`config.mk`:
```
export PLATFORM = sky130hd
export DESIGN_NAME = mtxinv_core
export DESIGN_NICKNAME = d
export VERILOG_FILES = /design/src/rtl/mtxinv_pkg.sv /design/src/rtl/mtxinv_fu.sv /design/src/rtl/mtxinv_ctrl.sv /design/src/rtl/mtxinv_dpath.sv /design/src/rtl/mtxinv_core.sv
export SDC_FILE = /design/constraint.sdc
export NUM_CORES = 2
export LEC_CHECK = 0
export ABC_AREA = 0
export BUFFER_PORTS_ARGS = -buffer_cell sky130_fd_sc_hd__buf_2
export CORE_ASPECT_RATIO = 1.5
export CORE_MARGIN = 8
export CORE_UTILIZATION = 64
export CTS_CLUSTER_DIAMETER = 50
export CTS_CLUSTER_SIZE = 28
export DETAILED_ROUTE_END_ITERATION = 7
export PLACE_DENSITY = 0.82
export RECOVER_POWER = 25
export SETUP_SLACK_MARGIN = 0.1
export SLEW_MARGIN = 0
export SYNTH_ARGS = -nofsm -noshare
export SYNTH_HDL_FRONTEND = slang
export SYNTH_SLANG_ARGS = --single-unit
```
`constraint.sdc`:
```
create_clock -name clk -period 16.2 [get_ports clk]
set_input_delay 1.62 -clock clk [delete_from_list [all_inputs] [get_ports clk]]
set_output_delay 1.62 -clock clk [all_outputs]
set_load 0.01 [all_outputs]
```
`src/rtl/mtxinv_pkg.sv`:
```
package mtxinv_pkg;

  localparam int NDIM  = 3;            // matrix order
  localparam int NENT  = NDIM * NDIM;  // entries per matrix
  localparam int NMUL  = 6;            // shared multipliers
  localparam int NSUB  = 3;            // shared subtractors
  localparam int NADD  = 3;            // shared adders
  localparam int NGRP  = 3;            // cofactor groups
  localparam int NSTEP = 7;            // control steps per run

  // step numbers of the fixed schedule
  localparam int STEP_PAIR = 1;        // first factor pair of each triple product
  localparam int STEP_TRI  = 2;        // triple products complete
  localparam int STEP_G0   = 3;        // first cofactor group multiplies

  typedef enum logic [1:0] {FU_MUL, FU_ADD, FU_SUB} fuKind_e;

  typedef struct packed {
    logic             load;     // accept inputs this cycle
    logic [NSTEP:1]   stepHot;  // one-hot active control step
  } ctrlStrb_t;

  // Triple-product operand indices: k 0..2 are positive terms, 3..5 negative.
  function automatic logic [3:0] triIdx(input int k, input int slot);
    logic [11:0] code;
    case (k)
      0:       code = 12'h048;
      1:       code = 12'h156;
      2:       code = 12'h237;
      3:       code = 12'h246;
      4:       code = 12'h057;
      default: code = 12'h138;
    endcase
    return 4'(code >> (4 * (2 - slot)));
  endfunction

  // Signed cofactor (r,c), index 3r+c, as m[s0]*m[s1] - m[s2]*m[s3].
  function automatic logic [3:0] cofIdx(input int cof, input int slot);
    logic [15:0] code;
    case (cof)
      0:       code = 16'h4857;
      1:       code = 16'h5638;
      2:       code = 16'h3746;
      3:       code = 16'h2718;
      4:       code = 16'h0826;
      5:       code = 16'h1607;
      6:       code = 16'h1524;
      7:       code = 16'h2305;
      default: code = 16'h0413;
    endcase
    return 4'(code >> (4 * (3 - slot)));
  endfunction

endpackage

```
`src/rtl/mtxinv_fu.sv`:
```
module mtxinv_fu
  import mtxinv_pkg::*;
#(
  parameter fuKind_e KIND = FU_ADD,
  parameter int      AW   = 8,
  parameter int      BW   = 8,
  parameter int      RW   = 8
) (
  input  logic signed [AW-1:0] opA,
  input  logic signed [BW-1:0] opB,
  output logic signed [RW-1:0] res
);

  if (KIND == FU_MUL) begin : g_mul
    assign res = RW'(opA) * RW'(opB);
  end else if (KIND == FU_SUB) begin : g_sub
    assign res = RW'(opA) - RW'(opB);
  end else begin : g_add
    assign res = RW'(opA) + RW'(opB);
  end

endmodule

```
`src/rtl/mtxinv_ctrl.sv`:
```
module mtxinv_ctrl
  import mtxinv_pkg::*;
(
  input  logic      clk,
  input  logic      rstN,
  input  logic      start,
  output ctrlStrb_t strb,
  output logic      done
);

  localparam int SW = $clog2(NSTEP + 1);

  logic [SW-1:0] stepCnt;
  logic          busy;

  assign busy = (stepCnt != '0);

  always_ff @(posedge clk) begin
    if (!rstN) begin
      stepCnt <= '0;
      done    <= 1'b0;
    end else begin
      done <= (stepCnt == SW'(NSTEP));
      if (!busy) begin
        if (start) stepCnt <= SW'(1);
      end else if (stepCnt == SW'(NSTEP)) begin
        stepCnt <= '0;
      end else begin
        stepCnt <= stepCnt + 1'b1;
      end
    end
  end

  always_comb begin
    strb      = '0;
    strb.load = !busy && start;
    for (int k = 1; k <= NSTEP; k++) begin
      strb.stepHot[k] = (stepCnt == SW'(k));
    end
  end

  AST_DONE_ONE_CYCLE: assert property (@(posedge clk) disable iff (!rstN)
    done |=> !done);
  AST_DONE_WHEN_IDLE: assert property (@(posedge clk) disable iff (!rstN)
    done |-> !busy);
  AST_START_IGNORED: assert property (@(posedge clk) disable iff (!rstN)
    (busy && !strb.stepHot[NSTEP]) |=> (busy && !strb.load));

endmodule

```
`src/rtl/mtxinv_dpath.sv`:
```
module mtxinv_dpath
  import mtxinv_pkg::*;
#(
  parameter int DW = 8
) (
  input  logic                      clk,
  input  logic                      rstN,
  input  ctrlStrb_t                 strb,
  input  logic [NENT*DW-1:0]        matIn,
  output logic                      invValid,
  output logic [3*DW+1:0]           detOut,
  output logic [NENT*(2*DW+1)-1:0]  adjOut
);

  localparam int TW   = 3 * DW;      // triple product width
  localparam int DETW = 3 * DW + 2;  // determinant width
  localparam int CFW  = 2 * DW + 1;  // cofactor width

  logic [NENT-1:0][DW-1:0]  mRegP;
  logic [NENT-1:0][CFW-1:0] cofStageP;
  logic [NENT-1:0][CFW-1:0] adjP;

  logic signed [TW-1:0]   mulA    [NMUL];
  logic signed [DW-1:0]   mulB    [NMUL];
  logic signed [TW-1:0]   mulR    [NMUL];
  logic signed [TW-1:0]   pairReg [NMUL];
  logic signed [TW-1:0]   triReg  [NMUL];
  logic signed [TW-1:0]   prodReg [NMUL];

  logic signed [DETW-1:0] subA [NSUB];
  logic signed [DETW-1:0] subB [NSUB];
  logic signed [DETW-1:0] subR [NSUB];
  logic signed [DETW-1:0] addA [NADD];
  logic signed [DETW-1:0] addB [NADD];
  logic signed [DETW-1:0] addR [NADD];

  logic signed [DETW-1:0] posPairReg;  // t0 + t1
  logic signed [DETW-1:0] negPairReg;  // t3 + t4
  logic signed [DETW-1:0] crossReg;    // t2 - t5
  logic signed [DETW-1:0] posRestReg;  // t0 + t1 + t2 - t5
  logic signed [DETW-1:0] detReg;
  logic                   validReg;
  logic                   cofMulStep;
  logic                   cofSubStep;

  // ---------------------------------------------------------------
  // shared functional unit pool
  // ---------------------------------------------------------------
  for (genvar u = 0; u < NMUL; u++) begin : g_mulPool
    mtxinv_fu #(.KIND(FU_MUL), .AW(TW), .BW(DW), .RW(TW)) u_fu (
      .opA(mulA[u]), .opB(mulB[u]), .res(mulR[u]));
  end
  for (genvar u = 0; u < NSUB; u++) begin : g_subPool
    mtxinv_fu #(.KIND(FU_SUB), .AW(DETW), .BW(DETW), .RW(DETW)) u_fu (
      .opA(subA[u]), .opB(subB[u]), .res(subR[u]));
  end
  for (genvar u = 0; u < NADD; u++) begin : g_addPool
    mtxinv_fu #(.KIND(FU_ADD), .AW(DETW), .BW(DETW), .RW(DETW)) u_fu (
      .opA(addA[u]), .opB(addB[u]), .res(addR[u]));
  end

  // ---------------------------------------------------------------
  // operand routing per control step
  // ---------------------------------------------------------------
  always_comb begin
    cofMulStep = 1'b0;
    cofSubStep = 1'b0;
    for (int g = 0; g < NGRP; g++) begin
      if (strb.stepHot[STEP_G0 + g])     cofMulStep = 1'b1;
      if (strb.stepHot[STEP_G0 + 1 + g]) cofSubStep = 1'b1;
    end
  end

  always_comb begin
    for (int u = 0; u < NMUL; u++) begin
      mulA[u] = '0;
      mulB[u] = '0;
      if (strb.stepHot[STEP_PAIR]) begin
        mulA[u] = TW'($signed(mRegP[triIdx(u, 0)]));
        mulB[u] = $signed(mRegP[triIdx(u, 1)]);
      end else if (strb.stepHot[STEP_TRI]) begin
        mulA[u] = pairReg[u];
        mulB[u] = $signed(mRegP[triIdx(u, 2)]);
      end
      for (int g = 0; g < NGRP; g++) begin
        if (strb.stepHot[STEP_G0 + g]) begin
          mulA[u] = TW'($signed(mRegP[cofIdx(NDIM * g + u / 2, 2 * (u % 2))]));
          mulB[u] = $signed(mRegP[cofIdx(NDIM * g + u / 2, 2 * (u % 2) + 1)]);
        end
      end
    end
  end

  always_comb begin
    for (int k = 0; k < NSUB; k++) begin
      subA[k] = '0;
      subB[k] = '0;
      if (cofSubStep) begin
        subA[k] = DETW'(prodReg[2 * k]);
        subB[k] = DETW'(prodReg[2 * k + 1]);
      end
    end
    if (strb.stepHot[STEP_G0]) begin
      subA[0] = DETW'(triReg[2]);
      subB[0] = DETW'(triReg[5]);
    end else if (strb.stepHot[NSTEP]) begin
      subA[0] = posRestReg;
      subB[0] = negPairReg;
    end
  end

  always_comb begin
    for (int k = 0; k < NADD; k++) begin
      addA[k] = '0;
      addB[k] = '0;
    end
    if (strb.stepHot[STEP_G0]) begin
      addA[0] = DETW'(triReg[0]);
      addB[0] = DETW'(triReg[1]);
      addA[1] = DETW'(triReg[3]);
      addB[1] = DETW'(triReg[4]);
    end
    if (strb.stepHot[STEP_G0 + 1]) begin
      addA[2] = posPairReg;
      addB[2] = crossReg;
    end
  end

  // ---------------------------------------------------------------
  // result registers
  // ---------------------------------------------------------------
  always_ff @(posedge clk) begin
    if (!rstN) begin
      mRegP      <= '0;
      cofStageP  <= '0;
      adjP       <= '0;
      posPairReg <= '0;
      negPairReg <= '0;
      crossReg   <= '0;
      posRestReg <= '0;
      detReg     <= '0;
      validReg   <= 1'b0;
      for (int u = 0; u < NMUL; u++) begin
        pairReg[u] <= '0;
        triReg[u]  <= '0;
        prodReg[u] <= '0;
      end
    end else begin
      if (strb.load) mRegP <= matIn;
      for (int u = 0; u < NMUL; u++) begin
        if (strb.stepHot[STEP_PAIR]) pairReg[u] <= mulR[u];
        if (strb.stepHot[STEP_TRI])  triReg[u]  <= mulR[u];
        if (cofMulStep)              prodReg[u] <= mulR[u];
      end
      if (strb.stepHot[STEP_G0]) begin
        posPairReg <= addR[0];
        negPairReg <= addR[1];
        crossReg   <= subR[0];
      end
      if (strb.stepHot[STEP_G0 + 1]) posRestReg <= addR[2];
      for (int g = 0; g < NGRP; g++) begin
        if (strb.stepHot[STEP_G0 + 1 + g]) begin
          for (int k = 0; k < NSUB; k++) begin
            cofStageP[NDIM * g + k] <= subR[k][CFW-1:0];
          end
        end
      end
      if (strb.stepHot[NSTEP]) begin
        detReg <= subR[0];
        if (subR[0] > 0) begin
          validReg <= 1'b1;
          for (int i = 0; i < NDIM; i++) begin
            for (int j = 0; j < NDIM; j++) begin
              adjP[NDIM * i + j] <= cofStageP[NDIM * j + i];
            end
          end
        end else begin
          validReg <= 1'b0;
        end
      end
    end
  end

  assign invValid = validReg;
  assign detOut   = detReg;
  assign adjOut   = adjP;

  AST_INPUT_HELD: assert property (@(posedge clk) disable iff (!rstN)
    !strb.load |=> $stable(mRegP));
  AST_VALID_POSITIVE: assert property (@(posedge clk) disable iff (!rstN)
    validReg |-> (detReg > 0));
  AST_ADJ_FROZEN: assert property (@(posedge clk) disable iff (!rstN)
    (strb.stepHot[NSTEP] && (subR[0] <= 0)) |=> $stable(adjP));
  for (genvar k = 0; k < NSUB; k++) begin : g_fitChk
    AST_NO_OVERFLOW: assert property (@(posedge clk) disable iff (!rstN)
      cofSubStep |-> (subR[k] == DETW'($signed(subR[k][CFW-1:0]))));
  end

endmodule

```
`src/rtl/mtxinv_core.sv`:
```
module mtxinv_core
  import mtxinv_pkg::*;
#(
  parameter int DW = 8
) (
  input  logic                      clk,
  input  logic                      rstN,
  input  logic                      start,
  input  logic [NENT*DW-1:0]        matIn,
  output logic                      done,
  output logic                      invValid,
  output logic [3*DW+1:0]           detOut,
  output logic [NENT*(2*DW+1)-1:0]  adjOut
);

  ctrlStrb_t strb;

  mtxinv_ctrl u_ctrl (
    .clk   (clk),
    .rstN  (rstN),
    .start (start),
    .strb  (strb),
    .done  (done)
  );

  mtxinv_dpath #(.DW(DW)) u_dpath (
    .clk      (clk),
    .rstN     (rstN),
    .strb     (strb),
    .matIn    (matIn),
    .invValid (invValid),
    .detOut   (detOut),
    .adjOut   (adjOut)
  );

endmodule

```
==> metrics.json <==
{
  "place": {
    "port_buffers": 255,
    "placedInstanceArea_um2": 78100,
    "hpwl_mm": 176,
    "dpl_worst_slack_ns": 7.08,
    "post-place-cells": 10245,
    "gp_routability_congestion": 0.984
  },
  "yosys": {
    "syn-instance-count": 8816,
    "ys_warn_count": 0,
    "postSynthRegisterBits": 917,
    "ys_top_cells_by_count": "sky130_fd_sc_hd__nor2_1, sky130_fd_sc_hd__nand2_1, sky130_fd_sc_hd__inv_1",
    "synth_edf_count": 404,
    "cell_accounting_for_the_most_synthesized_area": "sky130_fd_sc_hd__fa_1",
    "synth_top_area_share_pct": 17.4,
    "netlist_area_um2": 75800,
    "ys_async_sr_fraction_pct": 0,
    "ys_top_cells_by_area": "sky130_fd_sc_hd__fa_1, sky130_fd_sc_hd__edfxtp_1, sky130_fd_sc_hd__dfxtp_1",
    "synth.net_count": 9987,
    "synth_most_common_cell": "sky130_fd_sc_hd__nor2_1",
    "distinct_cell_type_count_of_the_synthesized_netlist": 93,
    "ys_dominant_reg_cell": "sky130_fd_sc_hd__dfxtp_1",
    "post_synthesis_average_cell_area_um2": 8.59,
    "fraction_of_the_yosys_area_taken_by_sequential_cells_pct": 29.6
  },
  "clock_tree": {
    "cts.clk_slew.worst_paths_ns": 0.11,
    "worst_skew_pair.late_latency_ns": 0.72,
    "cts_inserted_buffers": 74,
    "post_cts_resize_count": 0,
    "clock_tree_from_tritoncts": "built",
    "clock-sinks": 917,
    "number_of_hold_repair_buffers_added_at_the_cts_stage": 0,
    "cts_root_buffer": "sky130_fd_sc_hd__clkbuf_16",
    "cts_setup_buffers": 0,
    "htreeDepth": 3,
    "cts-root-to-sink-buffers": 3
  },
  "routing": {
    "drtIter0Drc": 6537,
    "post-route-drc-count": 14,
    "ant_nets": 0,
    "avgRoutedWirePerCell_um": 22.5,
    "viasPerCell": 6.13,
    "first_pass_iters": 8,
    "routed-via-count": 63741,
    "wirelength_mm": 234
  },
  "worst_setup_path": {
    "worst_r2r_startpoint": "u_ctrl.stepCnt[1]$_SDFFE_PN0P_",
    "r2r_setup_slack_ns": 6.89,
    "worst_setup_path_startpoint": "rstN",
    "path_common_cell": "sky130_fd_sc_hd__buf_4",
    "critical_path_peak_fanout": 129,
    "critical_path_required_ns": 16.84,
    "cpMaxStageDelayCell": "sky130_fd_sc_hd__clkbuf_1",
    "path_buf_inv": 5,
    "critical_path.cell_chain": "clkbuf_1 > clkbuf_1 > buf_4 > buf_4 > buf_4 > nand2_1 > o22ai_1",
    "crit_arrival_ns": 10.99,
    "setup.worst_path.class": "in -> reg",
    "max_stage_delay_ns": 3.85,
    "critical_path.endpoint_type": "register",
    "kind_of_cell_with_the_highest_combined_delay_on_the_critical_path": "buffers and inverters",
    "startpoint_type": "primary input"
  },
  "finish": {
    "ratio_of_cells_with_drive_above_1_in_the_final_layout_pct": 5.44,
    "layout.cells.non_filler": 10390,
    "fin_nets": 9933,
    "area.growth.synth_to_final_pct": 6.47,
    "post-route-cell-area_um2": 80700
  },
  "die": {
    "die-width_um": 297,
    "initial_utilization_pct": 64.5,
    "rows": 154,
    "io_pins": 256,
    "coreArea_um2": 118000,
    "design.die.area_um2": 130000,
    "chipHeight_um": 437
  },
  "pwr": {
    "cellPowerDensity_nw_per_um2": 77.7,
    "power_mw": 6.27,
    "total_leakage_power_nw": 34.6,
    "irDropWorstVdd_mv": 0.0858
  },
  "sta": {
    "setup_viol_count_final": 0,
    "finalClockSkew_ns": 0.0569,
    "finalHoldViolCount": 0,
    "rsz0062_at_grt": "false",
    "slew_viol_final": 341,
    "max_freq_ghz": 0.0966,
    "setup_ws_ns": 5.85,
    "finalSetupTns_ns": 0,
    "timing.final.crit_period_ns": 10.35,
    "post-route-period-util_pct": 63.9,
    "max_slew.worst_pin.slew_ns": 5.61,
    "timing.slew.headroom_pct": -274
  },
  "min_path": {
    "worst_min_delay_path_class": "reg -> reg",
    "hold_path.startpoint": "u_dpath.cofStageP[45]$_SDFFE_PN0P_"
  },
  "job": {
    "count_of_max_cap_constraint_violations": 6
  },
  "global_routing": {
    "grt-ovfl-total": 0,
    "grt_usage_pct": 35.1,
    "via_count_of_the_first_global_routing_pass": 64239,
    "maximum_number_of_pins_on_one_net_before_global_route_repair": 244,
    "grt_first_pass_wirelength_mm": 360,
    "grt_antenna_before_repair": 11
  },
  "status": {
    "run_status": "finished with violations",
    "violations": "design-rule violations, max-capacitance violations, max-slew violations"
  }
}
## worst paths after layout
kind,to,depth (start not counted)
worst max-delay path,u_dpath.cofStageP[149]$_SDFFE_PN0P_,7
worst min-delay path,u_dpath.adjOut[113]$_SDFFE_PN0P_,2
worst max register to register,u_dpath.adjOut[109]$_SDFFE_PN0P_,20
worst min register to register,u_dpath.adjOut[113]$_SDFFE_PN0P_,2
## registers in the layout (all words and copies together) (netlist names)
name,cells
u_ctrl.stepCnt,3
u_dpath.posPairReg,26
u_dpath.adjOut,153
u_dpath.posRestReg,26
u_dpath.negPairReg,26
u_dpath.cofStageP,153
u_dpath.triReg,144
u_dpath.invValid,1
u_ctrl.done,1
u_dpath.crossReg,26
u_dpath.mRegP,72
u_dpath.pairReg,144
u_dpath.detOut,26
u_dpath.prodReg,116
## metrics by stage
step / hold WS, ns / utilization (%)
floorplan: 0.435 / -
global placement: 0.439 / 66.4
detailed placement: 0.443 / 66.4
CTS: 0.432 / 68.8
global route: 0.457 / 68.6
finish: 0.434 / 68.6
## cells by family after synthesis
family	synth area share [%]
fa+ha+maj	24.6
flops	29.6
buf+inv	7.55
compound gates	12.4
xor+xnor	3.06
simple gates	20.2
mux	2.58
## metal layers
metal	wire (µm)	vias to the layer above	GRT usage (%)
met5	57	-	0
met4	20200	8	25.8
met3	22500	874	7.30
met2	108000	3360	57.5
met1	83400	30821	40.7
li1	-	28678	-
## cells in the final DEF, fill, tap and decap left out, types with 57 or more instances in the layout
cell type	instances
sky130_fd_sc_hd__nor2_1	1288
sky130_fd_sc_hd__nand2_1	1042
sky130_fd_sc_hd__inv_1	1008
sky130_fd_sc_hd__fa_1	660
sky130_fd_sc_hd__dfxtp_1	512
sky130_fd_sc_hd__ha_1	432
sky130_fd_sc_hd__a21oi_1	413
sky130_fd_sc_hd__edfxtp_1	404
sky130_fd_sc_hd__o21ai_0	356
sky130_fd_sc_hd__and2_1	273
sky130_fd_sc_hd__mux2i_1	194
sky130_fd_sc_hd__clkbuf_1	188
sky130_fd_sc_hd__and3_1	173
sky130_fd_sc_hd__nor2b_1	153
sky130_fd_sc_hd__xnor2_1	145
sky130_fd_sc_hd__a21boi_0	134
sky130_fd_sc_hd__or2_2	121
sky130_fd_sc_hd__xor2_1	97
sky130_fd_sc_hd__buf_4	97
sky130_fd_sc_hd__clkbuf_16	74
sky130_fd_sc_hd__buf_2	74
sky130_fd_sc_hd__nor3_1	73
sky130_fd_sc_hd__a21o_1	68
sky130_fd_sc_hd__a221oi_1	64
sky130_fd_sc_hd__nand3_1	62
sky130_fd_sc_hd__nand2b_1	57
## report_power, final
part	leakage (nW)	total [mW]	internal, mW	switching (mW)
Combinational	24.8	1.56	0.448	1.12
Sequential	8.40	2.64	2.54	0.0990
Clock	1.34	2.07	1.01	1.06
## tightest hold or removal path, stage by stage (launching register included)
cell	delay, ns
sky130_fd_sc_hd__dfxtp_1	0.32
sky130_fd_sc_hd__nand2_1	0.05
sky130_fd_sc_hd__mux2i_1	0.05
## final cells by class
cell class              instances  area, µm²
clock buffers                  79       1890
well taps                    1560       1950
repair buffers                359       1850
clock inverters                59        935
multi-input cells            6399      47800
fillers                      9406      36900
inverters                    1011       3790
diodes                          6       15.0
flip-flops and latches        917      22400
No activity file was read; power rests on OpenSTA's default activity.
